<file path="src/rtl/tsd_pkg.sv">
package tsd_pkg;

    localparam int SLOT_W     = 5;
    localparam int NUM_SLOTS  = 32;
    localparam int T1_SLOTS   = 24;
    localparam int E1_SLOTS   = 32;
    localparam int BITS_W     = 3;

    typedef struct packed {
        logic              fbit;   // T1 framing position
        logic [SLOT_W-1:0] slot;
        logic [BITS_W-1:0] bitn;   // 0 = first bit on the line
    } pos_t;

    function automatic logic [SLOT_W-1:0] last_slot(logic e1);
        return e1 ? SLOT_W'(E1_SLOTS - 1) : SLOT_W'(T1_SLOTS - 1);
    endfunction

    function automatic pos_t pos_start(logic e1);
        pos_t p;
        p.fbit = !e1;
        p.slot = '0;
        p.bitn = '0;
        return p;
    endfunction

    function automatic pos_t pos_step(pos_t p, logic e1);
        pos_t n;
        n = p;
        if (p.fbit) begin
            n.fbit = 1'b0;
            n.slot = '0;
            n.bitn = '0;
        end else if (p.bitn != '1) begin
            n.bitn = p.bitn + 1'b1;
        end else if (p.slot == last_slot(e1)) begin
            n = pos_start(e1);
        end else begin
            n.bitn = '0;
            n.slot = p.slot + 1'b1;
        end
        return n;
    endfunction

endpackage

</file>
<file path="src/rtl/tsd_pos_counter.sv">
module tsd_pos_counter
    import tsd_pkg::*;
(
    input  logic clk,
    input  logic rst,
    input  logic adv,
    input  logic sync,
    input  logic e1,
    output pos_t cur
);
    pos_t nxt_q;

    // A sync pulse forces the current bit to frame position 0
    assign cur = sync ? pos_start(e1) : nxt_q;

    always_ff @(posedge clk) begin
        if (rst) begin
            nxt_q <= pos_start(e1);
        end else if (adv) begin
            nxt_q <= pos_step(cur, e1);
        end
    end
endmodule

</file>
<file path="src/rtl/tsd_map_table.sv">
module tsd_map_table
    import tsd_pkg::*;
#(
    parameter int NUM_CHAN = 8,
    localparam int CH_W    = $clog2(NUM_CHAN)
) (
    input  logic              clk,
    input  logic              rst,
    input  logic              map_we,
    input  logic [SLOT_W-1:0] map_slot,
    input  logic              map_assign,
    input  logic [CH_W-1:0]   map_chan,
    input  logic              fmt_we,
    input  logic [CH_W-1:0]   fmt_chan,
    input  logic              fmt_56k,
    input  logic [SLOT_W-1:0] rd_slot,
    output logic              rd_assign,
    output logic [CH_W-1:0]   rd_chan,
    output logic              rd_56k
);
    logic [CH_W:0]       ent_q [NUM_SLOTS];
    logic [NUM_CHAN-1:0] fmt_q;

    for (genvar s = 0; s < NUM_SLOTS; s++) begin : g_slot
        always_ff @(posedge clk) begin
            if (rst) begin
                ent_q[s] <= '0;
            end else if (map_we && map_slot == SLOT_W'(s)) begin
                ent_q[s] <= {map_assign, map_chan};
            end
        end
    end

    for (genvar c = 0; c < NUM_CHAN; c++) begin : g_chan
        always_ff @(posedge clk) begin
            if (rst) begin
                fmt_q[c] <= 1'b0;
            end else if (fmt_we && fmt_chan == CH_W'(c)) begin
                fmt_q[c] <= fmt_56k;
            end
        end
    end

    assign rd_assign = ent_q[rd_slot][CH_W];
    assign rd_chan   = ent_q[rd_slot][CH_W-1:0];
    assign rd_56k    = fmt_q[rd_chan];
endmodule

</file>
<file path="src/rtl/tsd_demux.sv">
module tsd_demux
    import tsd_pkg::*;
#(
    parameter int NUM_CHAN = 8,
    localparam int CH_W    = $clog2(NUM_CHAN)
) (
    input  logic              clk,
    input  logic              rst,
    input  logic              link_bit,
    input  logic              link_valid,
    input  logic              frame_sync,
    input  logic              cfg_e1,
    input  logic              cfg_clear,
    input  logic [CH_W-1:0]   cfg_clear_chan,
    input  logic              map_we,
    input  logic [SLOT_W-1:0] map_slot,
    input  logic              map_assign,
    input  logic [CH_W-1:0]   map_chan,
    input  logic              fmt_we,
    input  logic [CH_W-1:0]   fmt_chan,
    input  logic              fmt_56k,
    output logic              out_valid,
    output logic              out_bit,
    output logic [CH_W-1:0]   out_chan,
    output logic              out_first
);
    pos_t            pos;
    logic            ent_assign;
    logic [CH_W-1:0] ent_chan;
    logic            ent_56k;
    logic            take;
    logic            first;
    logic [CH_W-1:0] chan_sel;

    tsd_pos_counter u_pos (
        .clk  (clk),
        .rst  (rst),
        .adv  (link_valid),
        .sync (link_valid && frame_sync),
        .e1   (cfg_e1),
        .cur  (pos)
    );

    tsd_map_table #(.NUM_CHAN(NUM_CHAN)) u_map (
        .clk        (clk),
        .rst        (rst),
        .map_we     (map_we),
        .map_slot   (map_slot),
        .map_assign (map_assign),
        .map_chan   (map_chan),
        .fmt_we     (fmt_we),
        .fmt_chan   (fmt_chan),
        .fmt_56k    (fmt_56k),
        .rd_slot    (pos.slot),
        .rd_assign  (ent_assign),
        .rd_chan    (ent_chan),
        .rd_56k     (ent_56k)
    );

    always_comb begin
        first = !pos.fbit && pos.bitn == '0;
        if (cfg_clear) begin
            take     = 1'b1;
            chan_sel = cfg_clear_chan;
        end else begin
            take = !pos.fbit
                && !(cfg_e1 && pos.slot == '0)
                && ent_assign
                && !(ent_56k && pos.bitn == '1);
            chan_sel = ent_chan;
        end
    end

    always_ff @(posedge clk) begin
        if (rst) begin
            out_valid <= 1'b0;
            out_bit   <= 1'b0;
            out_chan  <= '0;
            out_first <= 1'b0;
        end else begin
            out_valid <= link_valid && take;
            out_first <= link_valid && take && first;
            if (link_valid && take) begin
                out_bit  <= link_bit;
                out_chan <= chan_sel;
            end
        end
    end
endmodule

</file>
<file path="config.mk">
export PLATFORM = sky130hd
export DESIGN_NAME = tsd_demux
export DESIGN_NICKNAME = d
export VERILOG_FILES = /design/src/rtl/tsd_pkg.sv /design/src/rtl/tsd_pos_counter.sv /design/src/rtl/tsd_map_table.sv /design/src/rtl/tsd_demux.sv
export SDC_FILE = /design/constraint.sdc
export NUM_CORES = 1
export LEC_CHECK = 0
export CAP_MARGIN = 30
export CORE_ASPECT_RATIO = 2
export CORE_MARGIN = 3
export CORE_UTILIZATION = 63
export DETAILED_ROUTE_END_ITERATION = 8
export DONT_BUFFER_PORTS = 1
export PLACE_DENSITY = 0.77
export SLEW_MARGIN = 5
export SYNTH_ARGS = -nofsm -noshare
export SYNTH_HDL_FRONTEND = slang
export SYNTH_SLANG_ARGS = --single-unit
</file>
<file path="constraint.sdc">
create_clock -name clk -period 4.6 [get_ports clk]
set_input_delay 0 -clock clk [delete_from_list [all_inputs] [get_ports clk]]
set_output_delay 0 -clock clk [all_outputs]
set_load 0.02 [all_outputs]
</file>
# Word level (Yosys, flattened, before mapping)
# Memories as Yosys holds them, arrays and structs flattened.
# Index checks and enable logic that the tools add are counted.
totals:
  ff_bits: 23
  ram_bits: 128
  in_bits: 25
  out_inout_bits: 6
  wordCells: 293
  n_memories: 1
mem_list:
  columns: ["memory", "depth", "width", "rd", "rd_ports_with_merged_regs", "wr", "line", "rtl"]
  rows:
  - ["u_map.ent_q", 32, 4, 1, 0, 32, "tsd_map_table.sv:21", "logic [CH_W:0] ent_q [NUM_SLOTS];"]
op_classes:
  n_addsub: 2
  magnitude_cmp: 1
  n_eq_ne: 41
  muxes: 143
  n_bitwise: 32
  reduce_logical: 58
ops:
  columns: ["operator", "n"]
  rows:
  - ["4-bit two-way mux", 33]
  - ["1-bit two-way mux", 101]
  - ["5-bit == test, second input constant", 16]
  - ["1-bit logical AND", 49]
  - ["5-bit by 4-bit == test with 1-bit output, second input constant", 8]
  - ["9-bit two-way mux", 4]
  - ["1-bit OR", 32]
  - ["5-bit by 3-bit == test with 1-bit output, second input constant", 4]
  - ["3-bit == test, second input constant", 5]
  - ["5-bit by 2-bit == test with 1-bit output, second input constant", 2]
  - ["5-bit logical NOT", 2]
  - ["8-bit two-way mux", 1]
  - ["3-bit by 2-bit == test with 1-bit output, second input constant", 2]
  - ["3-bit logical NOT", 2]
  - ["3-bit two-way mux", 2]
  - ["6-bit two-way mux", 1]
  - ["5-bit by 1-bit adder with 5-bit output, second input constant", 1]
  - ["5-bit by 1-bit == test with 1-bit output, second input constant", 1]
  - ["5-bit == test", 1]
  - ["1-bit logical NOT", 4]
  - ["3-bit by 4-bit < comparator with 1-bit output, second input constant", 1]
  - ["3-bit by 1-bit adder with 3-bit output, second input constant", 1]
  - ["1-bit binary-select mux with 3-bit select", 1]
  - ["3-bit by 1-bit == test with 1-bit output, second input constant", 1]
  - ["other kinds (2)", 2]

# Depth between registers and ports, before layout
# Gate-level depths: netlist of the first run.
depth:
  word_depth: 11
  ltp_mapped: 15
  ltp_nobuf: 12

# Cells and area by module
# A second synthesis of the first run with hierarchy kept.
unflattened:
  hier_cells: 603
  area_unflattened_um2: 7608.5
modules_own_cells:
  columns: ["mod", "instances", "cells_each", "area_per_inst_um2", "seq_area_each_um2"]
  rows:
  - ["tsd_map_table", 1, 516, 6784.0, 4003.8]
  - ["tsd_pos_counter", 1, 63, 544.3, 190.2]
  - ["tsd_demux", 1, 24, 280.3, 120.1]

# Worst setup path before layout of the first run
# Ideal clock, no wire load.
synth_path:
  path_kind: "flip-flop to flip-flop"
  start: "reg u_pos.nxt_q[5] (netlist name)"
  end: "reg out_first"
  setup_ns: 0.116
  arrival_ns: 2.497
  required_ns: 4.484
  setup_slack_ns: 1.987
  stages_incl_launch_ff: 9
  path_buffers: 1
  synth_period_minus_slack_ns: 2.613
  cell_sequence: "dfxtp_1 a21boi_2 buf_2 mux4_2 o221a_2 o31ai_1 a41oi_4 and2b_1 and3_1"
synth_via:
  elab_chain_cells: 10
  elab_cells_between_ends: 15
  cone_classes: "4 x mux; 10 x reduce/logical; 1 x memory"
synth_lines:
  columns: ["item", "line", "rtl"]
  rows:
  - ["start, declared", "tsd_pos_counter.sv:11", "pos_t nxt_q;"]
  - ["start signal, assigned", "tsd_pos_counter.sv:18", "nxt_q <= pos_start(e1);"]
  - ["start signal, assigned", "tsd_pos_counter.sv:20", "nxt_q <= pos_step(cur, e1);"]
  - ["9-bit two-way mux (*)", "tsd_pos_counter.sv:14", "assign cur = sync ? pos_start(e1) : nxt_q;"]
  - ["memory 32 x 4 bit / 5-bit logical NOT (equally long branches)", null, null]
  - ["1-bit binary-select mux with 3-bit select / 1-bit logical AND (equally long branches)", "tsd_map_table.sv:46, tsd_demux.sv:67", null]
  - ["1-bit two-way mux (implied by the code) / 1-bit logical NOT (equally long branches)", "tsd_map_table.sv:46, tsd_demux.sv:67", null]
  - ["1-bit logical AND (on tied branches)", "tsd_demux.sv:69, tsd_demux.sv:67", null]
  - ["1-bit logical NOT / 1-bit logical AND (equally long branches)", "tsd_demux.sv:69, tsd_demux.sv:68", null]
  - ["1-bit logical AND (*)", "tsd_demux.sv:69", "&& !(ent_56k && pos.bitn == '1);"]
  - ["1-bit two-way mux (*)", "tsd_demux.sv:62", "if (cfg_clear) begin"]
  - ["1-bit logical AND (*) (2 in series)", "tsd_demux.sv:82", "out_first <= link_valid && take && first;"]
  - ["end signal, assigned", "tsd_demux.sv:82", null]
  - ["end, declared", "tsd_demux.sv:25", "output logic out_first"]
# Every way passes the cells marked *; elsewhere a longest branch is shown, timed or not. The select of a mux whose other input is x is not followed.
# A chain may end at the register's enable or synchronous reset.

# Worst setup path in the final report of the first run
layout_path:
  start: "reg u_pos.nxt_q[5] (netlist name)"
  end: "reg out_chan[1]"
layout_via:
  elab_chain_cells: 9
  elab_cells_between_ends: 15
  cone_classes: "5 x mux; 9 x reduce/logical; 1 x memory"
layout_lines:
  columns: ["item", "line", "rtl"]
  rows:
  - ["9-bit two-way mux (*)", "tsd_pos_counter.sv:14", null]
  - ["memory 32 x 4 bit / 5-bit logical NOT (equally long branches)", null, null]
  - ["1-bit binary-select mux with 3-bit select / 1-bit logical AND (equally long branches)", "tsd_map_table.sv:46, tsd_demux.sv:67", null]
  - ["1-bit two-way mux (implied by the code) / 1-bit logical NOT (equally long branches)", "tsd_map_table.sv:46, tsd_demux.sv:67", null]
  - ["1-bit logical AND (on tied branches)", "tsd_demux.sv:69, tsd_demux.sv:67", null]
  - ["1-bit logical NOT / 1-bit logical AND (equally long branches)", "tsd_demux.sv:69, tsd_demux.sv:68", null]
  - ["1-bit logical AND", "tsd_demux.sv:69", null]
  - ["1-bit two-way mux", "tsd_demux.sv:62", null]
  - ["1-bit logical AND", "tsd_demux.sv:83", "if (link_valid && take) begin"]
  - ["end signal, assigned", "tsd_demux.sv:85", "out_chan <= chan_sel;"]
  - ["end, declared", "tsd_demux.sv:24", "output logic [CH_W-1:0] out_chan,"]
# Marked as above.

==> summary.md, run 1 <==
| Metric | Value |
|---|---|
| Hpwl dp | approximately 16000 um |
| DR iter-0 viols | 563 |
| Clock slew at reported path FFs | approximately 0.070 ns |
| Worst min path class | input pin to register |
| CP Class | register to register |
| Post-layout min period | around 4.4 ns |
| Number of flops mapped to enable cells by yosys | 129 |
| Maximum root-to-sink buffer count | 2 |
| Req. time, crit path | approximately 4.9 ns |
| Die Width | roughly 86 um |
| Async set-reset flop share out of synthesis | 0 |
| Final wirelength | around 23000 um |
| CP Max Fanout | 17 |
| Outcome | complete, no violations |
| Clk_skew | 0.0105 ns |
| Arr. time, crit path | 4.72 ns |
| Initial antenna violation count | 0 |
| Core Rows | 57 |
| Max-cap viol count | 0 |
| Ys Warns | 0 |
| Worst slew pin tran | roughly 0.83 ns |
| Gpl congestion | 0.979 |
| Worst skew pair latency | between 0.4 and 0.5 ns |
| Cells traversed along the worst timing path | a21bo_1, o22ai_1, a221oi_1, o32a_1, mux2i_1, o41a_1, a41oi_4, mux2i_1, dlygate4sd3_1, nor2_1, dlygate4sd3_1 |
| DRC Markers | 0 |
| Gr usage total | 0.340 |
| Reg2Reg Setup Slack | 0.19 ns |
| CTS tree | yes |
| Synth Cell Area | 0.00800 mm2 |
| Port Buffer Count | 0 |
| Via density | roughly 6.7 |
| Synth Area in Simple Gates | 0.198 |
| RSZ-0062 raised after global routing | false |
| Final instance area | 0.00907 mm2 |
| First-pass GRT wire length | roughly 35000 um |
| Synth Area in Adders | 0.00782 |
| Tcrit/Tclk final | 0.958 |
| Fmax | between 200 and 250 MHz |
| Syn_nets | about 740 |
| VDD IR max | approximately 0.34 mV |
| Final #Nets | around 750 |
| Layout cells sized above 1 | 0.118 |
| Global route hottest layer | met2 |
| Lkg Pwr | between 3 and 4 nW |
| Via count | between 5000 and 6000 |
| Share of the yosys chip area belonging to registers | 0.539 |
| Hold Vio Cnt, Final | 0 |
| #FFs+latches synth | ~150 |
| Die ar. | ~0.014 mm2 |
| Startpoint Class | register |
| Most common cell after layout, fill and taps aside | edfxtp_1 |
| Overall power | 3.27 mW |
| DRT Pass-1 Iters | 7 |
| Setup bufs post-CTS | 0 |
| Most frequent cells in the layout | edfxtp_1, and2_1, nor2_1, nand2_1 |
| Clock root buffer | clkbuf_16 |
| Multiplexer area fraction after synthesis | 0.0788 |
| Largest net degree at the start of global routing | 50 |
| Placed cell areas | around 0.0080 mm2 |
| Mapped Cells | a little over 700 |
| Final setup TNS | 0 ns |
| Largest family of logic cells by synthesized area | simple AND/OR/NAND/NOR gates |
| GR Overflow Total | 0 |
| Sink count of the clock tree | approximately 150 |
| Io pins | 31 |
| Core area | roughly 0.012 mm2 |
| Die Height | 165 um |
| Top FF cell, synth | edfxtp_1 |
| Area grow syn2layout | 13.4% |
| Met3 usage | 0.0566 |
| Max stage delay on crit path | 0.63 ns |
| Pwr dens | about 360 mW/mm2 |
| Diode count | 0 |
| Max_slew headroom | 0.448 |
| Final count of negative-setup-slack endpoints | 0 |
| Number of global-route vias before repair | 6075 |
| CP Capture Type | register |
| Clock H-tree levels | 4 |
| Final ANT Viol Nets | 0 |
| Xor/xnor share of the synthesized area | 0.00110 |
| Crit-path slowest cell | a21bo_1 |
| Met2 Use GR | 0.620 |
| Detailed-route wire length per cell | 26.0 um |
| Slew Viols, Final | 0 |
| Netlist cell types | between 70 and 80 |
| Post-synthesis compound-gate area fraction | 0.135 |
| Initial core utilization | 0.652 |
| M1 GR Usage | 0.357 |
| Num CTS Buffers | 17 |
| Syn Area/Cell | between 10 and 15 um2 |
[state kept, by name, indices dropped and copies added (netlist names)]
register	flops
out_bit	1
out_chan	3
out_first	1
out_valid	1
u_map.ent_q	128
u_map.fmt_q	8
u_pos.nxt_q	9
[synth_stat cells, types with 8 or more instances]
cell type    n  share of area
edfxtp_1   129           0.48
and2_1      99          0.077
nor2_1      69          0.032
nand2_1     39          0.018
and3_1      38          0.030
clkbuf_1    31          0.015
mux2i_1     30          0.038
dfxtp_1     22          0.055
a21o_1      19          0.018
o21ai_0     16          0.010
o21bai_1    16          0.015
a21oi_1     15         0.0094
mux2_2      13          0.018
nand2b_1    11         0.0086
inv_1        9         0.0042
buf_4        8         0.0075
o22ai_1      8         0.0063
[logic make-up (layout without fill, tap and decap cells)]
logic type | count (synthesis) | after routing
multiplexers | 51 | 51
adder cells (fa/ha/maj) | 5 | 5
XOR/XNOR | 1 | 1
flip-flops | 151 | 151
AND/OR/NAND/NOR | 294 | 294
buffers and inverters | 63 | 94
AO/OA/AOI/OAI | 141 | 141
[through the flow]
step | hold WS (ns) | cells | worst slack (ns) | utilization
6_report | 0.0236 | 884 | 0.194 | 0.739
3_5_place_dp | 0.0783 | 809 | 1.21 | 0.651
3_3_place_gp | 0.0774 | 809 | 1.32 | 0.651
5_1_grt | 0.0303 | 884 | 0.0341 | 0.739
4_1_cts | 0.0134 | 882 | 0.0950 | 0.737
2_1_floorplan | 0.147 | 706 | 1.99 | -
[per-layer routing]
| layer | wire length [um] | up-vias | part of all wire |
|---|---|---|---|
| li1 | - | 2642 | - |
| met1 | 7510 | 2911 | 0.33 |
| met3 | 1490 | 98 | 0.065 |
| met2 | 12500 | 312 | 0.54 |
| met5 | 0 | - | 0 |
| met4 | 1530 | 0 | 0.066 |
[worst max-delay path: cells and delay by family, from the launching register on]
kind | cells | cell delay (ns)
buffers and inverters | 2 | 1.13
and+or+nand+nor | 1 | 0.04
AOI/OAI and AO/OA | 6 | 2.25
muxes | 2 | 0.40
DFF | 1 | 0.47
[layout make-up]
cell class | count | area [um2]
flip-flops and latches | 151 | 4320
multi-input cells | 492 | 3370
fillers | 836 | 3200
repair buffers | 51 | 539
clock buffers | 18 | 429
well taps | 147 | 184
clock inverters | 14 | 181
inverters | 11 | 43.8
[report_power, final]
group          internal [mW]  switching, mW  total (mW)
clock network          0.827          0.628        1.46
logic                 0.0878          0.143       0.231
registers               1.55         0.0343        1.59
[final timing paths]
kind                                    start  cells past startpoint                          end
hold reg to reg   u_pos.nxt_q[1]$_SDFFE_PP0P_                      1  u_pos.nxt_q[1]$_SDFFE_PP0P_
setup / recovery  u_pos.nxt_q[5]$_SDFFE_PP0P_                     11     out_chan[1]$_SDFFE_PP0P_
setup reg to reg  u_pos.nxt_q[5]$_SDFFE_PP0P_                     11     out_chan[1]$_SDFFE_PP0P_
hold / removal                    fmt_chan[1]                      4  u_map.fmt_q[0]$_SDFFE_PP0P_
[repair_timing]
action                                  in CTS  in global routing
hold endpoints to repair                   278                  0
resized for setup                            0                  3
endpoints found under the setup margin       0                  3
hold buffers                                41                  0
Note: power is estimated with default switching activity, not from simulation.
==> inputs of run 2 (changes only) <==
Settings changed: CORE_ASPECT_RATIO 2 to 1.75.
==> summary.md, run 2 (synthesis results as in run 1) <==
| Metric | Value |
|---|---|
| CP Capture Type | register |
| Final count of negative-setup-slack endpoints | 0 (unchanged) |
| Final instance area | 0.00898 mm2 (-0.98%) |
| Diode count | 0 (unchanged) |
| Startpoint Class | register |
| Req. time, crit path | 4.90 ns (-0.02 ns) |
| Placed cell count | 825 (+2.0%) |
| Gpl congestion | 0.912 (-6.9%) |
| Fill cells | 855 (+2.3%) |
| P_int | 2.45 mW (-0.86%) |
| Maximum root-to-sink buffer count | 2 (unchanged) |
| Core area | 0.0122 mm2 (-0.53%) |
| Max stage delay on crit path | 0.75 ns (+0.12 ns) |
| Most frequent cells in the layout | edfxtp_1, and2_1, nor2_1, nand2_1, and3_1 |
| GR Overflow Total | 0 (unchanged) |
| Largest net degree at the start of global routing | 50 (unchanged) |
| Most common cell after layout, fill and taps aside | edfxtp_1 |
| Worst slew pin tran | 0.852 ns (+0.0250 ns) |
| Post-cts resize count | 0 (unchanged) |
| Max_slew headroom | 0.431 (-0.0167) |
| Outcome | complete, no violations |
| Arr. time, crit path | 4.43 ns (-0.29 ns) |
| Clk_skew | 0.00924 ns (-0.00127 ns) |
| Min Hold Slack | 0.0166 ns (-0.00704 ns) |
| CP startpoint | u_pos.nxt_q[3]$_SDFFE_PP0P_ |
| Worst r2r src | u_pos.nxt_q[3]$_SDFFE_PP0P_ |
| Slew Viols, Final | 0 (unchanged) |
| Final ANT Viol Nets | 0 (unchanged) |
| Die Width | 91.2 um (+6.4%) |
| Detailed-route wire length per cell | 24.5 um (-6.0%) |
| Beginning of the worst hold path | fmt_we |
| Clock root buffer | clkbuf_16 |
| CTS tree | yes |
| Io pins | 31 (unchanged) |
| Area grow syn2layout | 12.3% |
| Worst min path class | input pin to register |
| Core Rows | 53 (-7.0%) |
| Sink count of the clock tree | 151 (unchanged) |
| CP Max Fanout | 24 (+7) |
| Post-Place Setup Slack | 1.06 ns (-0.157 ns) |
| Final wirelength | 21800 um (-5.1%) |
| Num CTS Buffers | 17 (unchanged) |
| Initial antenna violation count | 0 (unchanged) |
| First-pass GRT wire length | 34000 um (-1.3%) |
| Via count | 5911 (-0.87%) |
| Clock share of power | 0.436 (-0.009) |
| Net Sw Power | 0.764 mW (-5.2%) |
| Lkg Pwr | 3.32 nW (-1.6%) |
| Crit-path slowest cell | dfxtp_2 |
| Hpwl dp | 14800 um (-5.4%) |
| Worst skew pair latency | 0.42 ns (about the same) |
| Pwr dens | 357 mW/mm2 (-0.96%) |
| DRC Markers | 0 (unchanged) |
| Final #Nets | 745 (-1.2%) |
| Die ar. | 0.0141 mm2 (-0.20%) |
| Initial core utilization | 0.655 (+0.00348) |
| Sequential share of power | 0.494 (+0.009) |
| Post-layout min period | 4.13 ns (-0.275 ns) |
| VDD IR max | 0.264 mV (-24%) |
| Largest registers | u_map.ent_q: 128 flops, u_pos.nxt_q: 9 flops, u_map.fmt_q: 8 flops |
| Gr usage total | 0.323 (-0.0169) |
| DR iter-0 viols | 513 (-8.9%) |
| Layout cells sized above 1 | 0.115 (-0.00266) |
| Max reg flops | 128 (unchanged) |
| Cell Count, Final, Fillers Out | 893 (+1.0%) |
| Clock slew at reported path FFs | 0.07 ns (about the same) |
| Via density | 6.62 (-1.9%) |
| Die Height | 155 um (-6.2%) |
| Combinational fraction of design power | 0.070 (about the same) |
| Number of global-route vias before repair | 6076 (+0.016%) |
| Sw Ratio | 0.238 (-0.00822) |
| Setup slack after layout | 0.469 ns (+0.275 ns) |
| RSZ-0062 raised after global routing | false |
| Placed cell areas | 0.00799 mm2 (about the same) |
| Max-cap viol count | 0 (unchanged) |
| Hold Vio Cnt, Final | 0 (unchanged) |
| Clock H-tree levels | 4 (unchanged) |
| Cells traversed along the worst timing path | inv_1, nor2_4, inv_4, a221oi_1, a211oi_1, o32a_1, mux2i_1, o2111ai_1, a41oi_4, mux2i_1, nor2_1, dlygate4sd3_1 |
| Crit path top cell by count | mux2i_1 |
| Port Buffer Count | 0 (unchanged) |
| Final setup TNS | 0 ns (unchanged) |
| CP Class | register to register |
| DRT Pass-1 Iters | 5 (-2) |
| Largest register by flop count | u_map.ent_q |
| Fmax | 242 MHz (+6.6%) |
| Tcrit/Tclk final | 0.898 (-0.0597) |
run 2: cell types whose count changed in the layout (fill, tap and decap cells not counted), sizes merged:
cell,change
inv,-2
dlygate4sd3,-8
buf,-1
clkbuf,-1
clkinvlp,+3
run 2: cell type report:
type | instances | area [um2] | share of cell area
tap | 165 | 206 | 0.0230
inverter | 11 | 43.8 | 0.00488
multi-input combinational | 492 | 3370 | 0.375
timing repair buffer | 42 | 455 | 0.0507
clock inverter | 15 | 165 | 0.0184
sequential | 151 | 4320 | 0.481
clock buffer | 17 | 425 | 0.0474
run 2: per-stage QoR:
step,utilization,power (mW)
2_1_floorplan,-,1.74
3_3_place_gp,0.655,1.77
3_5_place_dp,0.655,1.78
4_1_cts,0.733,3.20
5_1_grt,0.736,3.29
6_report,0.736,3.21
run 2: worst max-delay path: cells and delay by family, from the launching register on:
family | cells | cell delay [ns]
AO/OA/AOI/OAI | 5 | 1.36
flip-flops | 1 | 0.75
multiplexers | 2 | 0.60
AND/OR/NAND/NOR | 2 | 0.30
buffers and inverters | 3 | 0.98
run 2: power groups by stage:
stage / clock network (mW) / registers (mW) / logic [mW]
2_1_floorplan: 0 / 1.60 / 0.143
3_3_place_gp: 0 / 1.61 / 0.160
3_5_place_dp: 0 / 1.61 / 0.164
4_1_cts: 1.40 / 1.59 / 0.217
5_1_grt: 1.47 / 1.59 / 0.238
6_report: 1.40 / 1.59 / 0.223
run 2: worst paths after layout:
path / cells after the start / to / slack, ns
worst max-delay path: 12 / out_chan[0]$_SDFFE_PP0P_ / 0.47
worst min-delay path: 4 / u_map.fmt_q[1]$_SDFFE_PP0P_ / 0.02
worst max register to register: 12 / out_chan[0]$_SDFFE_PP0P_ / 0.47
worst min register to register: 1 / u_pos.nxt_q[1]$_SDFFE_PP0P_ / 0.49
run 2: layer usage:
| layer | up-vias | wire length [um] | global-route usage |
|---|---|---|---|
| met5 | - | 0 | 0 |
| met4 | 0 | 965 | 0.160 |
| met3 | 72 | 1600 | 0.0522 |
| met2 | 322 | 11600 | 0.574 |
| met1 | 2895 | 7630 | 0.377 |
| li1 | 2622 | - | - |
run 2: repair_timing:
action	CTS	global route
hold buffers	33	0
hold endpoints to repair	279	0
buffers inserted	0	0
==> inputs of run 3 (changes only) <==
Settings changed: GPL_TIMING_DRIVEN set to 0.
==> summary.md, run 3 (synthesis results as in run 1) <==
| Metric | Value |
|---|---|
| Max reg flops | 128 (unchanged) |
| Post-cts resize count | 0 (unchanged) |
| Largest net degree at the start of global routing | 18 (-64%) |
| Hold path depth | 4 (unchanged) |
| Layout cells sized above 1 | 0.120 (+0.00483) |
| Area grow syn2layout | 12.2% (about the same) |
| Final instance area | 0.00897 mm2 (about the same) |
| Maximum root-to-sink buffer count | 2 (unchanged) |
| Tcrit/Tclk final | 0.795 (-0.103) |
| Fill cells | 849 (-0.70%) |
| Core Rows | 53 (unchanged) |
| Final wirelength | 24700 um (+13%) |
| Max stage delay on crit path | 0.58 ns (-0.17 ns) |
| Via count | 6313 (+6.8%) |
| Placed cell count | 871 (+5.6%) |
| Placed cell areas | 0.00820 mm2 (+2.7%) |
| Pwr dens | 355 mW/mm2 (-0.81%) |
| Num CTS Buffers | 17 (unchanged) |
| Final count of negative-setup-slack endpoints | 0 (unchanged) |
| First-pass GRT wire length | 37100 um (+9.1%) |
| P_int | 2.35 mW (-3.8%) |
| Largest register by flop count | u_map.ent_q |
| Cell family with most CP delay | compound AO/OA/AOI/OAI gates |
| Worst min path class | input pin to register |
| CTS tree | yes |
| Diode count | 0 (unchanged) |
| Sequential cell area | 0.00431 mm2 (about the same) |
| Hold Vio Cnt, Final | 0 (unchanged) |
| Crit-path slowest cell | dfxtp_1 |
| Worst skew pair latency | 0.43 ns (about the same) |
| Most common cell after layout, fill and taps aside | edfxtp_1 |
| Worst slew pin tran | 0.756 ns (-0.0963 ns) |
| Outcome | complete, no violations |
| DR iter-0 viols | 942 (+84%) |
| Port Buffer Count | 0 (unchanged) |
| Clock root buffer | clkbuf_16 |
| Number of global-route vias before repair | 6343 (+4.4%) |
| Lkg Pwr | 3.32 nW (about the same) |
| Final ANT Viol Nets | 0 (unchanged) |
| Initial core utilization | 0.655 (unchanged) |
| DRC Markers | 0 (unchanged) |
| Post-Place Setup Slack | 1.13 ns (+0.0692 ns) |
| Crit path top cell by count | mux2i_1 |
| GR Overflow Total | 0 (unchanged) |
| Cell Count, Final, Fillers Out | 922 (+3.2%) |
| Largest registers | u_map.ent_q: 128 flops, u_pos.nxt_q: 9 flops, u_map.fmt_q: 8 flops |
| VDD IR max | 0.296 mV (+12%) |
| Max-cap viol count | 0 (unchanged) |
| R2R Path End | out_chan[0]$_SDFFE_PP0P_ |
| Clock share of power | 0.430 (-0.006) |
| Req. time, crit path | 4.90 ns (about the same) |
| Reg2Reg Depth | 9 (-3) |
| Overall power | 3.18 mW (-0.89%) |
| Post-layout min period | 3.66 ns (-0.475 ns) |
| RSZ-0062 raised after global routing | false |
| Reg2Reg Setup Slack | 0.94 ns (+0.48 ns) |
| Hold endpoint | u_map.fmt_q[5]$_SDFFE_PP0P_ |
| Most frequent cells in the layout | edfxtp_1, and2_1, nor2_1, nand2_1, and3_1 |
| Max_slew headroom | 0.492 (+0.0607) |
| Hpwl dp | 17700 um (+19%) |
| Area of the multi-input gates | 0.00337 mm2 (unchanged) |
| Arr. time, crit path | 3.95 ns (-0.48 ns) |
| Net Sw Power | 0.827 mW (+8.3%) |
| Beginning of the worst hold path | fmt_we |
| Cells traversed along the worst timing path | a21boi_2, buf_2, mux2i_1, o22ai_1, a2111oi_0, o31ai_1, a41oi_4, mux2i_1, nor2_1 |
| DRT Pass-1 Iters | 9 (+4) |
| Die Width | 91.2 um (unchanged) |
| Clock H-tree levels | 4 (unchanged) |
| Final setup TNS | 0 ns (unchanged) |
| Io pins | 31 (unchanged) |
| Initial antenna violation count | 0 (unchanged) |
| Combinational fraction of design power | 0.073 (+0.003) |
| Gpl congestion | 1.02 (+12%) |
| Sequential share of power | 0.498 (+0.004) |
| Clk_skew | 0.0123 ns (+0.00308 ns) |
| Gr usage total | 0.361 (+0.0374) |
| CP Max Fanout | 10 (-58%) |
| Via density | 6.85 (+3.4%) |
| Clock slew at reported path FFs | 0.07 ns (about the same) |
| Worst r2r src | u_pos.nxt_q[5]$_SDFFE_PP0P_ |
| Setup bufs post-CTS | 0 (unchanged) |
| Sw Ratio | 0.260 (+0.0221) |
| Startpoint Class | register |
| Core area | 0.0122 mm2 (unchanged) |
| Sink count of the clock tree | 151 (unchanged) |
| Setup slack after layout | 0.944 ns (+0.475 ns) |
| Detailed-route wire length per cell | 26.8 um (+9.5%) |
| CP Capture Type | register |
| Final #Nets | 774 (+3.9%) |
| Fmax | 274 MHz (+13%) |
| Slew Viols, Final | 0 (unchanged) |
| WP buf/inv | 1 (-2) |
| Die Height | 155 um (unchanged) |
| Die ar. | 0.0141 mm2 (unchanged) |
| CP Class | register to register |
-- run 3: cell type report --
type / instances / area share
inverter: 11 / 0.00488
tap: 165 / 0.0230
clock inverter: 15 / 0.0170
sequential: 151 / 0.481
clock buffer: 17 / 0.0474
timing repair buffer: 19 / 0.0212
multi-input combinational: 492 / 0.375
buffer: 52 / 0.0303
-- run 3: power groups by stage --
stage | clock network, mW | registers, mW | logic, mW
2_1_floorplan | 0 | 1.60 | 0.143
4_1_cts | 1.35 | 1.58 | 0.224
3_5_place_dp | 0 | 1.61 | 0.207
6_report | 1.37 | 1.58 | 0.231
5_1_grt | 1.43 | 1.59 | 0.243
3_3_place_gp | 0 | 1.61 | 0.202
-- run 3: routing by layer --
layer	GRT usage	wire length, um	vias to the layer above	part of all wire
met5	0	0	-	0
met4	0.212	1760	0	0.071
met3	0.0692	2310	140	0.094
met2	0.642	12900	485	0.52
met1	0.397	7730	2996	0.31
li1	-	-	2692	-
-- run 3: worst register-to-register path: cells and delay by family (launching register included) --
kind            cells  cell delay [ns]
mux                 2             0.64
compound gates      5             1.82
buf+inv             1             0.43
flops               1             0.58
simple gates        1             0.05
-- run 3: timing repair --
item                       CTS  global route
setup endpoints to repair    0             0
hold endpoints to repair    21             0
hold buffers                19             0
-- run 3: per-stage QoR --
step / hold WS (ns) / utilization
floorplan: 0.147 / -
global placement: 0.153 / 0.672
detailed placement: 0.182 / 0.672
CTS: 0.00392 / 0.735
global route: 0.0284 / 0.735
finish: 0.00587 / 0.735
-- run 3: how the worst max path moves through the flow --
stage                                      startpoint  slack (ns)                  endpoint  cells past startpoint
after floorplan           u_pos.nxt_q[5]$_SDFFE_PP0P_        1.99      out_first$_SDFF_PP0_                      8
after global placement    u_pos.nxt_q[5]$_SDFFE_PP0P_        1.14      out_bit$_SDFFE_PP0P_                      9
after detailed placement  u_pos.nxt_q[5]$_SDFFE_PP0P_        1.13      out_bit$_SDFFE_PP0P_                      9
after CTS                 u_pos.nxt_q[5]$_SDFFE_PP0P_        1.11  out_chan[2]$_SDFFE_PP0P_                      9
after global routing      u_pos.nxt_q[5]$_SDFFE_PP0P_        0.79      out_bit$_SDFFE_PP0P_                      9
final                     u_pos.nxt_q[5]$_SDFFE_PP0P_        0.94  out_chan[0]$_SDFFE_PP0P_                      9
